===== src/rtl/lsm_pkg.sv =====
// Shared constants and state type for the serial register master.
// Assumes a fixed 16-bit frame: 8 bits out, then 8 more bits out or in.
package lsm_pkg;
    localparam int ADDR_BITS  = 4;
    localparam int DATA_BITS  = 5;
    localparam int FIELD_BITS = 8;
    localparam int FRAME_BITS = 2 * FIELD_BITS;
    localparam int IDX_W      = $clog2(FRAME_BITS);
    localparam int RXI_W      = $clog2(FIELD_BITS);

    typedef enum logic [2:0] {
        ST_IDLE,
        ST_SEL,
        ST_LO,
        ST_HI,
        ST_TAIL
    } lsm_state_t;
endpackage


===== src/rtl/lsm_phase_timer.sv =====
// Phase timer: produces a tick on the last cycle of every PHASE_CYC-cycle phase.
// Assumes run is held high for the whole transaction; the count restarts at zero when run is low.
module lsm_phase_timer #(
    parameter int PHASE_CYC = 2
) (
    input  logic clk,
    input  logic rst_n,
    input  logic run,
    output logic tick
);
    localparam int CNT_W = $clog2(PHASE_CYC) + 1;
    localparam logic [CNT_W-1:0] LAST = CNT_W'(PHASE_CYC - 1);

    logic [CNT_W-1:0] cnt_q;

    // Count cycles within the current phase.
    always_ff @(posedge clk) begin
        if (!rst_n || !run) begin
            cnt_q <= '0;
        end else if (cnt_q == LAST) begin
            cnt_q <= '0;
        end else begin
            cnt_q <= cnt_q + 1'b1;
        end
    end

    assign tick = run && (cnt_q == LAST);
endmodule


===== src/rtl/lsm_frame_build.sv =====
// Frame builder: packs direction, address and write data into the 16-bit serial frame.
// Assumes bit 0 leaves first; padding bits are zero; a read carries no data bits.
module lsm_frame_build
    import lsm_pkg::*;
(
    input  logic                  rd,
    input  logic [ADDR_BITS-1:0]  addr,
    input  logic [DATA_BITS-1:0]  wdata,
    output logic [FRAME_BITS-1:0] frame
);
    // Place each field at its bit position in the frame.
    always_comb begin
        frame = '0;
        frame[0] = rd;
        frame[ADDR_BITS:1] = addr;
        if (!rd) begin
            frame[FIELD_BITS +: DATA_BITS] = wdata;
        end
    end
endmodule


===== src/rtl/lsm_slot_select.sv =====
// Slot select decoder: returns the chip-select code that belongs to a slot index.
// Assumes the codes are packed with slot 0 in the low bits; an index beyond the last slot gives zero.
module lsm_slot_select #(
    parameter int NUM_SLOTS = 2,
    parameter int SEL_W     = 2,
    parameter int SLOT_W    = 1,
    parameter logic [NUM_SLOTS*SEL_W-1:0] SEL_CODES = '0
) (
    input  logic [SLOT_W-1:0] slot,
    output logic [SEL_W-1:0]  code
);
    logic [NUM_SLOTS-1:0][SEL_W-1:0] hit;

    for (genvar s = 0; s < NUM_SLOTS; s++) begin : g_slot
        assign hit[s] = (slot == SLOT_W'(s)) ? SEL_CODES[s*SEL_W +: SEL_W] : '0;
    end

    // OR the per-slot matches together; at most one of them is nonzero.
    always_comb begin
        code = '0;
        for (int s = 0; s < NUM_SLOTS; s++) begin
            code = code | hit[s];
        end
    end
endmodule


===== src/rtl/lif_serial_master.sv =====
// Line interface serial register master: runs one select / 16-bit frame / deselect transaction per request.
// Assumes the device latches sdo on the rising edge of sclk and holds sdi stable through each high phase.
module lif_serial_master
    import lsm_pkg::*;
#(
    parameter int PHASE_CYC = 2,
    parameter int NUM_SLOTS = 2,
    parameter int SEL_W     = 2,
    parameter int SLOT_W    = 1,
    parameter logic [NUM_SLOTS*SEL_W-1:0] SEL_CODES = 4'b10_01
) (
    input  logic                  clk,
    input  logic                  rst_n,
    input  logic                  start,
    input  logic                  rd_nwr,
    input  logic [ADDR_BITS-1:0]  addr,
    input  logic [DATA_BITS-1:0]  wdata,
    input  logic [SLOT_W-1:0]     slot,
    input  logic                  sdi,
    output logic                  busy,
    output logic                  done,
    output logic [DATA_BITS-1:0]  rdata,
    output logic [SEL_W-1:0]      sel,
    output logic                  sclk,
    output logic                  sdo
);
    localparam logic [IDX_W-1:0] LAST_IDX = IDX_W'(FRAME_BITS - 1);
    localparam logic [IDX_W-1:0] IN_START = IDX_W'(FIELD_BITS);

    lsm_state_t              state_q;
    logic [IDX_W-1:0]        idx_q;
    logic [FRAME_BITS-1:0]   frame_q;
    logic [FRAME_BITS-1:0]   frame_d;
    logic [FIELD_BITS-1:0]   rx_q;
    logic [RXI_W-1:0]        rx_idx;
    logic [SEL_W-1:0]        code_d;
    logic [SEL_W-1:0]        sel_q;
    logic                    rd_q;
    logic                    done_q;
    logic [DATA_BITS-1:0]    rdata_q;
    logic                    tick;
    logic                    run;

    assign run = (state_q != ST_IDLE);

    lsm_phase_timer #(.PHASE_CYC(PHASE_CYC)) u_timer (
        .clk   (clk),
        .rst_n (rst_n),
        .run   (run),
        .tick  (tick)
    );

    lsm_frame_build u_frame (
        .rd    (rd_nwr),
        .addr  (addr),
        .wdata (wdata),
        .frame (frame_d)
    );

    lsm_slot_select #(
        .NUM_SLOTS (NUM_SLOTS),
        .SEL_W     (SEL_W),
        .SLOT_W    (SLOT_W),
        .SEL_CODES (SEL_CODES)
    ) u_sel (
        .slot (slot),
        .code (code_d)
    );

    assign rx_idx = RXI_W'(idx_q - IN_START);

    // Sequence the transaction and capture incoming bits.
    always_ff @(posedge clk) begin
        if (!rst_n) begin
            state_q <= ST_IDLE;
            idx_q   <= '0;
            frame_q <= '0;
            rx_q    <= '0;
            sel_q   <= '0;
            rd_q    <= 1'b0;
            done_q  <= 1'b0;
            rdata_q <= '0;
        end else begin
            done_q <= 1'b0;
            case (state_q)
                ST_IDLE: begin
                    if (start) begin
                        state_q <= ST_SEL;
                        frame_q <= frame_d;
                        rd_q    <= rd_nwr;
                        sel_q   <= code_d;
                        idx_q   <= '0;
                        rx_q    <= '0;
                    end
                end
                ST_SEL: begin
                    if (tick) state_q <= ST_LO;
                end
                ST_LO: begin
                    if (tick) state_q <= ST_HI;
                end
                ST_HI: begin
                    if (tick) begin
                        if (rd_q && idx_q >= IN_START) begin
                            rx_q[rx_idx] <= sdi;
                        end
                        if (idx_q == LAST_IDX) begin
                            state_q <= ST_TAIL;
                        end else begin
                            idx_q   <= idx_q + 1'b1;
                            state_q <= ST_LO;
                        end
                    end
                end
                ST_TAIL: begin
                    if (tick) begin
                        state_q <= ST_IDLE;
                        sel_q   <= '0;
                        done_q  <= 1'b1;
                        if (rd_q) rdata_q <= rx_q[DATA_BITS-1:0];
                    end
                end
                default: state_q <= ST_IDLE;
            endcase
        end
    end

    assign busy  = run;
    assign done  = done_q;
    assign rdata = rdata_q;
    assign sel   = sel_q;
    assign sclk  = (state_q == ST_HI);
    assign sdo   = (state_q == ST_LO || state_q == ST_HI) && frame_q[idx_q];

    // select is zero whenever no transaction runs.
    assert_sel_idle_R6: assert property (@(posedge clk) disable iff (!rst_n)
        !busy |-> (sel == '0));

    // select holds one code for the whole transaction.
    assert_sel_stable_R6: assert property (@(posedge clk) disable iff (!rst_n)
        busy |=> (!busy || $stable(sel)));

    // serial clock stays low while idle.
    assert_sclk_idle_R7: assert property (@(posedge clk) disable iff (!rst_n)
        !busy |-> !sclk);

    // done lasts one cycle and comes only after the transaction has ended.
    assert_done_single_R8: assert property (@(posedge clk) disable iff (!rst_n)
        done |-> (!busy && $past(busy)));

    // a start during a transaction leaves the latched frame unchanged.
    assert_start_ignored_R9: assert property (@(posedge clk) disable iff (!rst_n)
        (busy && start) |=> $stable(frame_q));

    // a write never disturbs the read result.
    assert_rdata_hold_R10: assert property (@(posedge clk) disable iff (!rst_n)
        (busy && !rd_q) |=> $stable(rdata));
endmodule


===== config.mk =====
export PLATFORM = sky130hd
export DESIGN_NAME = lif_serial_master
export DESIGN_NICKNAME = d
export VERILOG_FILES = /design/src/rtl/lsm_pkg.sv /design/src/rtl/lsm_phase_timer.sv /design/src/rtl/lsm_frame_build.sv /design/src/rtl/lsm_slot_select.sv /design/src/rtl/lif_serial_master.sv
export SDC_FILE = /design/constraint.sdc
export NUM_CORES = 1
export LEC_CHECK = 0
export BUFFER_PORTS_ARGS = -buffer_cell sky130_fd_sc_hd__buf_2
export CAP_MARGIN = 20
export CORE_AREA = 5 5 67 69
export CTS_CLUSTER_SIZE = 14
export DETAILED_ROUTE_END_ITERATION = 12
export DIE_AREA = 0 0 72 74
export MAX_ROUTING_LAYER = met4
export PLACE_DENSITY = 0.65
export SYNTH_ARGS = -nofsm -noshare
export SYNTH_HDL_FRONTEND = slang
export SYNTH_SLANG_ARGS = --single-unit
export TNS_END_PERCENT = 20

===== constraint.sdc =====
create_clock -name clk -period 3.9 [get_ports clk]
set_input_delay 0.78 -clock clk [delete_from_list [all_inputs] [get_ports clk]]
set_output_delay 0.78 -clock clk [all_outputs]
set_load 0.005 [all_outputs]

==> metrics.yaml, run 1 <==
routing:
  wl_mm: 3.43
  viasPerCell: 5.34
  drt_first_pass_iters: 4
  drc: 0
  wl_per_cell_um: 13.4
  postRouteAntennaNets: 0
  drt_iter0_markers: 62
  vias: 1362
sta:
  slew_viol_final: 0
  timing.final.hold_violations: 0
  fin_ws_ns: 1.23
  slew_headroom_pct: 50.4
  fin_crit_ns: 2.67
  finalCritPeriodShare_pct: 68.4
  worst_clock_skew_ns: 0.00376
  tightest_slew_ns: 0.743
  final-setup-viol-count: 0
  fmax_mhz: 375
  grt_setup_unrepaired: "false"
  finalSetupTns_ns: 0
final_layout:
  fin_area_sq_um: 1820
  fill_cells: 417
  nets: 222
  num_antenna_cells: 0
  drive_gt1_share_pct: 20.0
  area_growth_pct: 12.3
synthesis:
  ys_types: 50
  synth_top_cell_by_area: "dfxtp_1"
  syn_nets: 206
  netlist_top_cells_area: "dfxtp_1 (40%), a21oi_1 (6.5%), nand2_1 (6.0%)"
  synth_edf_count: 0
  async_reset_ff_share_pct: 0
  ys_seq_area_share_pct: 39.5
  synth_area_sq_um: 1620
  syn_area_per_cell_sq_um: 8.62
  synth_top_flop_cell: "dfxtp_1"
  synth.top_cell.area_share_pct: 39.5
  yosysWarnings: 0
  yosys_register_bits: 32
  syn_inst: 188
clock_tree:
  cts.sink_count: 32
  cts_made_buffers: 5
  clkSlewWorstSetupHoldPaths_ns: 0.06
  clock-root-buffer: "clkbuf_8"
  cts_hold_buf: 0
  h-tree-depth: 2
  cts_tree: "yes"
  clk_latency_ns: 0.28
  post_cts_resized: 0
  cts_setup_buffers: 0
  clock_path_buffers: 2
place:
  io_buffers: 25
  pre_cts_ws_ns: 1.52
  place_area_sq_um: 1710
  dp_hpwl_mm: 2.37
  place.gp.congestion: 0.886
power:
  combinationalPowerShare_pct: 8.1
  power_switching_w: 0.000163
  p_per_area_nw_per_um2: 392
  swShare_pct: 22.8
  p_leak_nw: 0.687
  pwr-share-clk_pct: 43.0
  vdd_drop_max_v: 0.000230
  internal-power_w: 0.000551
  sequentialPowerShare_pct: 48.9
global_route:
  antenna_found_initial: 0
  grt_overflow: 0
  grt_start_max_net_pins: 25
  grt_pass1_vias: 1275
  grtUsageTotal_pct: 14.7
  grt_pass1_wl_mm: 5.98
critical_path:
  crit_arrival_ns: 1.89
  critPathRequiredTime_ns: 3.12
  critPathMaxFanout: 11
  end_kind: "output pin"
  reg2reg_slack_ns: 2.15
  r2r_start: "u_timer.cnt_q[0]"
  worstReg2RegEnd: "rdata[4]"
  critical_path_class: "register to output pin"
  start_kind: "register"
  reg2regPathDepth: 5
flow_run:
  cap_violations: 0
die:
  fp.dieH_um: 74
  io_pins: 26
  initial_utilization_pct: 42.0
  dieArea_sq_um: 5330
  core-area_sq_um: 3860
  rows: 23
  dieWidth_um: 72
run_status:
  status: "finished, final reports clean"
worst_hold_path:
  hold_depth: 1
  min_delay_worst_endpoint: "u_timer.cnt_q[0]"
  hold_path.class: "register to register"
  hold_path_startpoint: "u_timer.cnt_q[0]"
-- cell usage after synthesis, drive strengths merged, types with 2 or more instances --
cell type / count
nor2: 14
a2bb2oi: 2
clkbuf: 5
nor3b: 3
o21ai: 2
a31oi: 3
nand2: 26
o211ai: 2
ha: 3
a22o: 2
a21oi: 21
nand3b: 6
nand3: 10
nand4: 2
nor3: 4
dfxtp: 32
nor4: 2
mux2i: 2
nand4b: 2
buf: 11
nor4b: 2
a211oi: 2
inv: 8
o31ai: 2
o2bb2ai: 2
-- power groups by stage --
| stage | Sequential [W] | Combinational [W] | Clock, W |
|---|---|---|---|
| finish | 0.000349 | 0.0000579 | 0.000307 |
| global route | 0.000350 | 0.0000657 | 0.000335 |
| CTS | 0.000349 | 0.0000586 | 0.000317 |
| detailed placement | 0.000356 | 0.0000584 | 0 |
| global placement | 0.000356 | 0.0000583 | 0 |
| floorplan | 0.000348 | 0.0000503 | 0 |
-- layout by cell type (no fill, tap or decap), types with 2 or more instances in the layout --
cell,count
o2bb2ai_1,2
inv_1,8
o21ai_0,2
clkbuf_8,5
o211ai_1,2
nand4_1,2
dfxtp_1,32
mux2i_1,2
ha_1,3
buf_2,25
a31oi_1,3
a21oi_1,21
a22o_1,2
nand3b_1,6
nor3_1,3
nor4_1,2
o31ai_1,2
a211oi_1,2
nand3_1,10
nor3b_1,3
nand2_1,26
a2bb2oi_1,2
nor2_1,13
-- worst max-delay path, cell delays in order, from the launching register on --
cell	delay, ns
dfxtp_1	0.54
mux4_2	0.56
a221oi_2	0.27
nor4b_1	0.08
buf_2	0.15
-- flip-flops by register name (all words and copies together) (netlist names) --
name and flops:
state_q 3, frame_q 10, sel 2, rdata 5
idx_q 4, done 1, rx_q 5, u_timer.cnt_q 2
-- logic make-up after synthesis --
kind of cell / share of synthesized area [%]
compound gates: 19.1
fa+ha+maj: 2.32
simple gates: 28.1
flops: 39.5
buf+inv: 7.80
mux: 2.63
xor+xnor: 0.541
-- worst max-delay path by stage --
stage,slack [ns],depth (start not counted),to,from
floorplan,1.82,4,sdo,idx_q[0]
global placement,1.54,4,sdo,idx_q[0]
detailed placement,1.52,4,sdo,idx_q[0]
CTS,1.22,4,sdo,idx_q[0]
global route,1.13,4,sdo,idx_q[0]
finish,1.23,4,sdo,idx_q[0]
-- through the flow --
stage	instances	hold WS, ns	power [W]	utilization, %
after global routing	255	0.451	0.000751	47.2
final	255	0.414	0.000714	47.2
after CTS	255	0.421	0.000724	47.2
after global placement	247	0.409	0.000414	44.4
after detailed placement	247	0.412	0.000415	44.4
after floorplan	188	0.397	0.000399	-
-- layer usage --
layer  global-route usage (%)  share of wire, %  routed length (um)  up-vias
li1                         -                 -                   -      699
met1                     18.4                46                1590      627
met2                     22.7                46                1580       32
met3                     4.46               6.4                 221        4
met4                     5.01               1.2                  40        0
met5                        -                 0                   0        -
-- final cells by class --
type | instances | area (sq um) | share of cell area (%)
inverters | 8 | 30.0 | 1.65
well taps | 50 | 62.6 | 3.44
clock inverters | 2 | 35.0 | 1.93
flip-flops and latches | 32 | 641 | 35.2
repair buffers | 25 | 125 | 6.88
clock buffers | 6 | 72.6 | 3.99
multi-input cells | 132 | 853 | 46.9
(Power assumes the default switching activity.)
==> inputs of run 2 (changes only) <==
Settings changed: PLACE_DENSITY 0.65 to 0.68.
Clock period 3.9 ns to 2.3 ns, I/O delays scaled along.
==> metrics.yaml, run 2 (synthesized netlist as in run 1, its figures left out) <==
critical_path:
  start_kind: "register"
  critPathRequiredTime_ns: 1.84
  crit_buf_inv: 1
  crit_family: "multiplexers"
  end_kind: "output pin"
  slowest_delay_ns: 0.52
  cp_cell_sequence: "mux4_2 > a221oi_2 > nor4b_1 > buf_2"
  cp_slowest_cell: "mux4_2"
  critical_path_class: "register to output pin"
  critPathMaxFanout: 11
  crit_arrival_ns: 1.72
place:
  pre_cts_ws_ns: 0.238
  place.gp.congestion: 0.953
  io_buffers: 25
  dp_hpwl_mm: 2.52
  place_area_sq_um: 1760
sta:
  final-setup-viol-count: 0
  slew_viol_final: 0
  fmax_mhz: 459
  finalSetupTns_ns: 0
  timing.final.hold_violations: 0
  tightest_slew_ns: 0.527
  slew_headroom_pct: 64.9
  fin_crit_ns: 2.18
  grt_setup_unrepaired: "false"
  fin_ws_ns: 0.124
  worst_clock_skew_ns: 0.00483
  finalCritPeriodShare_pct: 94.6
final_layout:
  layout_common_cells: "dfxtp_1 (30), nand2_1 (26), buf_2 (25)"
  largest_reg_flops: 10
  fill_cells: 417
  fin_area_sq_um: 1860
  mostFrequentLayoutCell: "dfxtp_1"
  largest_register: "frame_q"
  nets: 228
  multi_input_area_sq_um: 858
  area_growth_pct: 14.7
  num_antenna_cells: 0
  ff_latch_area_sq_um: 646
  drive_gt1_share_pct: 24.2
global_route:
  grt_start_max_net_pins: 16
  grt_pass1_wl_mm: 6.26
  grt_util_met1_pct: 19.2
  grt_overflow: 0
  use_met3_pct: 4.05
  antenna_found_initial: 0
  grt_pass1_vias: 1380
  grtUsageTotal_pct: 15.4
  top_usage_layer: "met2"
  met2_usage_pct: 24.1
routing:
  drt_iter0_markers: 68
  postRouteAntennaNets: 0
  drt_first_pass_iters: 5
  wl_mm: 3.48
  wl_per_cell_um: 13.3
  vias: 1378
  drc: 0
  viasPerCell: 5.28
clock_tree:
  cts_setup_buffers: 0
  cts_tree: "yes"
  h-tree-depth: 2
  clock_path_buffers: 2
  cts_made_buffers: 5
  clock-root-buffer: "clkbuf_8"
  cts_hold_buf: 0
  cts.sink_count: 32
  clk_latency_ns: 0.28
  clkSlewWorstSetupHoldPaths_ns: 0.06
power:
  p_leak_nw: 0.720
  p_per_area_nw_per_um2: 612
  vdd_drop_max_v: 0.000317
die:
  initial_utilization_pct: 42.0
  dieArea_sq_um: 5330
  io_pins: 26
  dieWidth_um: 72
  core-area_sq_um: 3860
  fp.dieH_um: 74
  rows: 23
run_status:
  status: "finished, final reports clean"
flow_run:
  cap_violations: 0
worst_hold_path:
  hold_path.class: "input pin to register"
run 2: what timing repair did:
| item | in CTS | in global routing |
|---|---|---|
| setup endpoints to repair | 1 | 1 |
| gates resized for setup | 2 | 2 |
| pin swaps | 0 | 0 |
run 2: worst min-delay path, cell delays in order:
cell and delay, ns:
buf_2 0.09, nand2_1 0.04, a21oi_1 0.05
run 2: through the flow:
| stage | utilization, % | total power, W | instances | hold WS, ns |
|---|---|---|---|---|
| global route | 48.2 | 0.00120 | 261 | 0.400 |
| CTS | 48.1 | 0.00116 | 261 | 0.406 |
| floorplan | - | 0.000676 | 188 | 0.397 |
| global placement | 45.6 | 0.000711 | 253 | 0.409 |
| finish | 48.2 | 0.00114 | 261 | 0.412 |
| detailed placement | 45.6 | 0.000713 | 253 | 0.416 |
run 2: area by class of cell:
| class | count | share of cell area [%] |
|---|---|---|
| clock buffers | 6 | 4.44 |
| clock inverters | 2 | 0.538 |
| multi-input cells | 132 | 46.2 |
| repair buffers | 31 | 9.15 |
| well taps | 50 | 3.36 |
| inverters | 8 | 1.62 |
| flip-flops and latches | 32 | 34.7 |
run 2: layer usage:
metal	vias to the layer above	routed length (um)	part of all wire, %
met3	6	175	5.0
met2	26	1590	46
met1	634	1670	48
met4	0	53	1.5
li1	712	-	-
met5	-	0	0
run 2: where the power goes:
group | switching, W | total, W | internal (W)
Combinational | 0.0000651 | 0.000115 | 0.0000503
Clock | 0.000202 | 0.000440 | 0.000238
Sequential | 0.0000127 | 0.000582 | 0.000569
run 2: final timing paths:
path	from	to	slack (ns)	depth (start not counted)
setup / recovery	idx_q[0]	sdo	0.12	4
hold / removal	addr[3]	frame_q[4]	0.41	3
setup reg to reg	state_q[0]	idx_q[1]	0.58	5
hold reg to reg	u_timer.cnt_q[0]	u_timer.cnt_q[0]	0.42	1
==> inputs of run 3 (changes only) <==
Settings changed: ABC_AREA set to 1, CORE_AREA 5 5 67 69 to 5 5 65 67, DIE_AREA 0 0 72 74 to 0 0 70 72, PLACE_DENSITY 0.68 to 0.69.
==> metrics.yaml, run 3 <==
run_status:
  status: "finished, final reports clean"
synthesis:
  post-synth-top-count-cell: "nand2_1"
  synth_area_sq_um: 1540
  async_reset_ff_share_pct: 0
  netlist_top_cells_area: "dfxtp_1 (42%), nand2_1 (13%), nor2_1 (7.3%)"
  syn_inst: 219
  yosysWarnings: 0
  synth.top_cell.area_share_pct: 41.7
  ys_seq_area_share_pct: 41.7
  syn_area_per_cell_sq_um: 7.02
  yosys_register_bits: 32
  synth_common_cells: "nand2_1 (55), dfxtp_1 (32), nor2_1 (30), nand3_1 (19)"
  syn_nets: 237
  synth_top_flop_cell: "dfxtp_1"
  ys_types: 23
  synth_top_cell_by_area: "dfxtp_1"
  synth_edf_count: 0
routing:
  drt_first_pass_iters: 4
  vias: 1417
  drt_iter0_markers: 45
  postRouteAntennaNets: 0
  viasPerCell: 4.82
  drc: 0
  wl_mm: 3.37
  wl_per_cell_um: 11.4
clock_tree:
  cts_tree: "yes"
  clock-root-buffer: "clkbuf_4"
  cts_made_buffers: 5
  cts_setup_buffers: 0
  h-tree-depth: 2
  clock_path_buffers: 2
  clk_latency_ns: 0.35
  cts.sink_count: 32
  clkSlewWorstSetupHoldPaths_ns: 0.09
critical_path:
  crit_arrival_ns: 1.71
  worstReg2RegEnd: "rdata[2]"
  end_kind: "output pin"
  reg2regPathDepth: 7
  critPathMaxFanout: 7
  start_kind: "register"
  critical_path_class: "register to output pin"
  path_depth: 9
  cp_slowest_cell: "dfxtp_1"
  cpMostUsedCell: "nand2_1"
  crit_buf_inv: 2
  critPathRequiredTime_ns: 1.84
  reg2reg_slack_ns: 0.78
  crit_family: "simple AND/OR/NAND/NOR gates"
  slowest_delay_ns: 0.51
  cp_cell_sequence: "inv_1 > nor3_2 > nand2_1 > nand2_1 > nor2_1 > nand2_1 > nand2_1 > nor2_1 > buf_2"
  r2r_start: "state_q[2]"
place:
  io_buffers: 25
  dp_hpwl_mm: 2.52
  place.gp.congestion: 0.903
global_route:
  antenna_found_initial: 0
  use_met3_pct: 5.26
  grtUsageTotal_pct: 15.0
  grt_pass1_wl_mm: 5.90
  grt_overflow: 0
  grt_util_met1_pct: 17.9
  met2_usage_pct: 23.7
  grt_start_max_net_pins: 22
  top_usage_layer: "met2"
  grt_pass1_vias: 1338
sta:
  worst_clock_skew_ns: 0.00494
  slew_viol_final: 0
  finalCritPeriodShare_pct: 94.1
  finalSetupTns_ns: 0
  final-setup-viol-count: 0
  fin_crit_ns: 2.17
  slew_headroom_pct: 54.6
  whs_ns: 0.329
  fmax_mhz: 462
  timing.final.hold_violations: 0
  tightest_slew_ns: 0.681
die:
  core-area_sq_um: 3580
  dieArea_sq_um: 5040
  rows: 22
  io_pins: 26
  fp.dieH_um: 72
  initial_utilization_pct: 43.0
  dieWidth_um: 70
final_layout:
  mostFrequentLayoutCell: "nand2_1"
  largest_reg_flops: 10
  area_growth_pct: 15.5
  num_antenna_cells: 0
  largest_register: "frame_q"
  nets: 263
  drive_gt1_share_pct: 22.4
  layout_common_cells: "nand2_1 (55), dfxtp_1 (31), nor2_1 (30)"
power:
  p_leak_nw: 0.781
  vdd_drop_max_v: 0.000574
  p_per_area_nw_per_um2: 914
worst_hold_path:
  min_delay_worst_endpoint: "frame_q[4]"
  hold_depth: 3
  hold_path_startpoint: "addr[3]"
  hold_path.class: "input pin to register"
flow_run:
  cap_violations: 0
run 3: changes by cell type after synthesis, sizes merged, moves of 4 or more:
cell | previous run | this run
buf | 11 | 2
inv | 8 | 22
nand3 | 10 | 20
nand2 | 26 | 60
o21ai | 2 | 6
a22oi | 1 | 5
nor2 | 14 | 36
nand3b | 6 | 1
run 3: routing by layer:
| metal | wire length (um) | share of wire, % |
|---|---|---|
| met5 | 0 | 0 |
| met4 | 63 | 1.9 |
| met2 | 1520 | 45 |
| met1 | 1610 | 48 |
| met3 | 178 | 5.3 |
run 3: how the worst max path moves through the flow:
stage	start	end
final	idx_q[1]	sdo
after global placement	idx_q[0]	sdo
after global routing	idx_q[1]	sdo
after floorplan	idx_q[2]	sdo
after detailed placement	idx_q[0]	sdo
after CTS	idx_q[2]	sdo
run 3: cells by family (layout without fill, tap and decap cells):
kind of cell / after synthesis / in the layout / synth area share [%]
and+or+nand+nor: 126 / 126 / 37.8
DFF: 32 / 32 / 41.7
AOI/OAI and AO/OA: 30 / 30 / 10.7
buffers and inverters: 28 / 55 / 7.40
adders and majority gates: 3 / 3 / 2.44
run 3: stage by stage:
stage,setup WS [ns],utilization [%],std cells,instance area [sq um],total power (W)
after floorplan,0.721,-,219,1540,0.00117
after global placement,0.453,47.3,286,1690,0.00128
after detailed placement,0.380,47.3,286,1690,0.00129
after CTS,0.00829,49.1,294,1760,0.00163
after global routing,-0.00306,49.6,294,1780,0.00176
final,0.135,49.6,294,1780,0.00162
run 3: power by group:
part / switching [W] / leakage [nW] / internal [W]
clock: 0.000195 / 0.0380 / 0.000145
combinational: 0.000397 / 0.482 / 0.000198
sequential: 0.0000616 / 0.261 / 0.000625
run 3: worst reg2reg max path, stage by stage (launching register included):
cell and delay (ns):
dfxtp_1 0.46, inv_2 0.11, nor2_1 0.21, nand2_1 0.19
inv_2 0.14, nand2_1 0.13, nand2_1 0.09, a21oi_1 0.06
run 3: cell type report:
type | count | area (sq um)
clock buffer | 6 | 51.3
clock inverter | 2 | 10.0
fill | 396 | 1800
inverter | 22 | 82.6
multi-input combinational | 159 | 805
sequential | 32 | 642
tap | 48 | 60.1
timing repair buffer | 25 | 125
run 3: repair_timing:
item                       CTS  global route
pin swaps                    0             0
hold buffers                 0             0
resized for setup            1             4
setup endpoints to repair    1             1
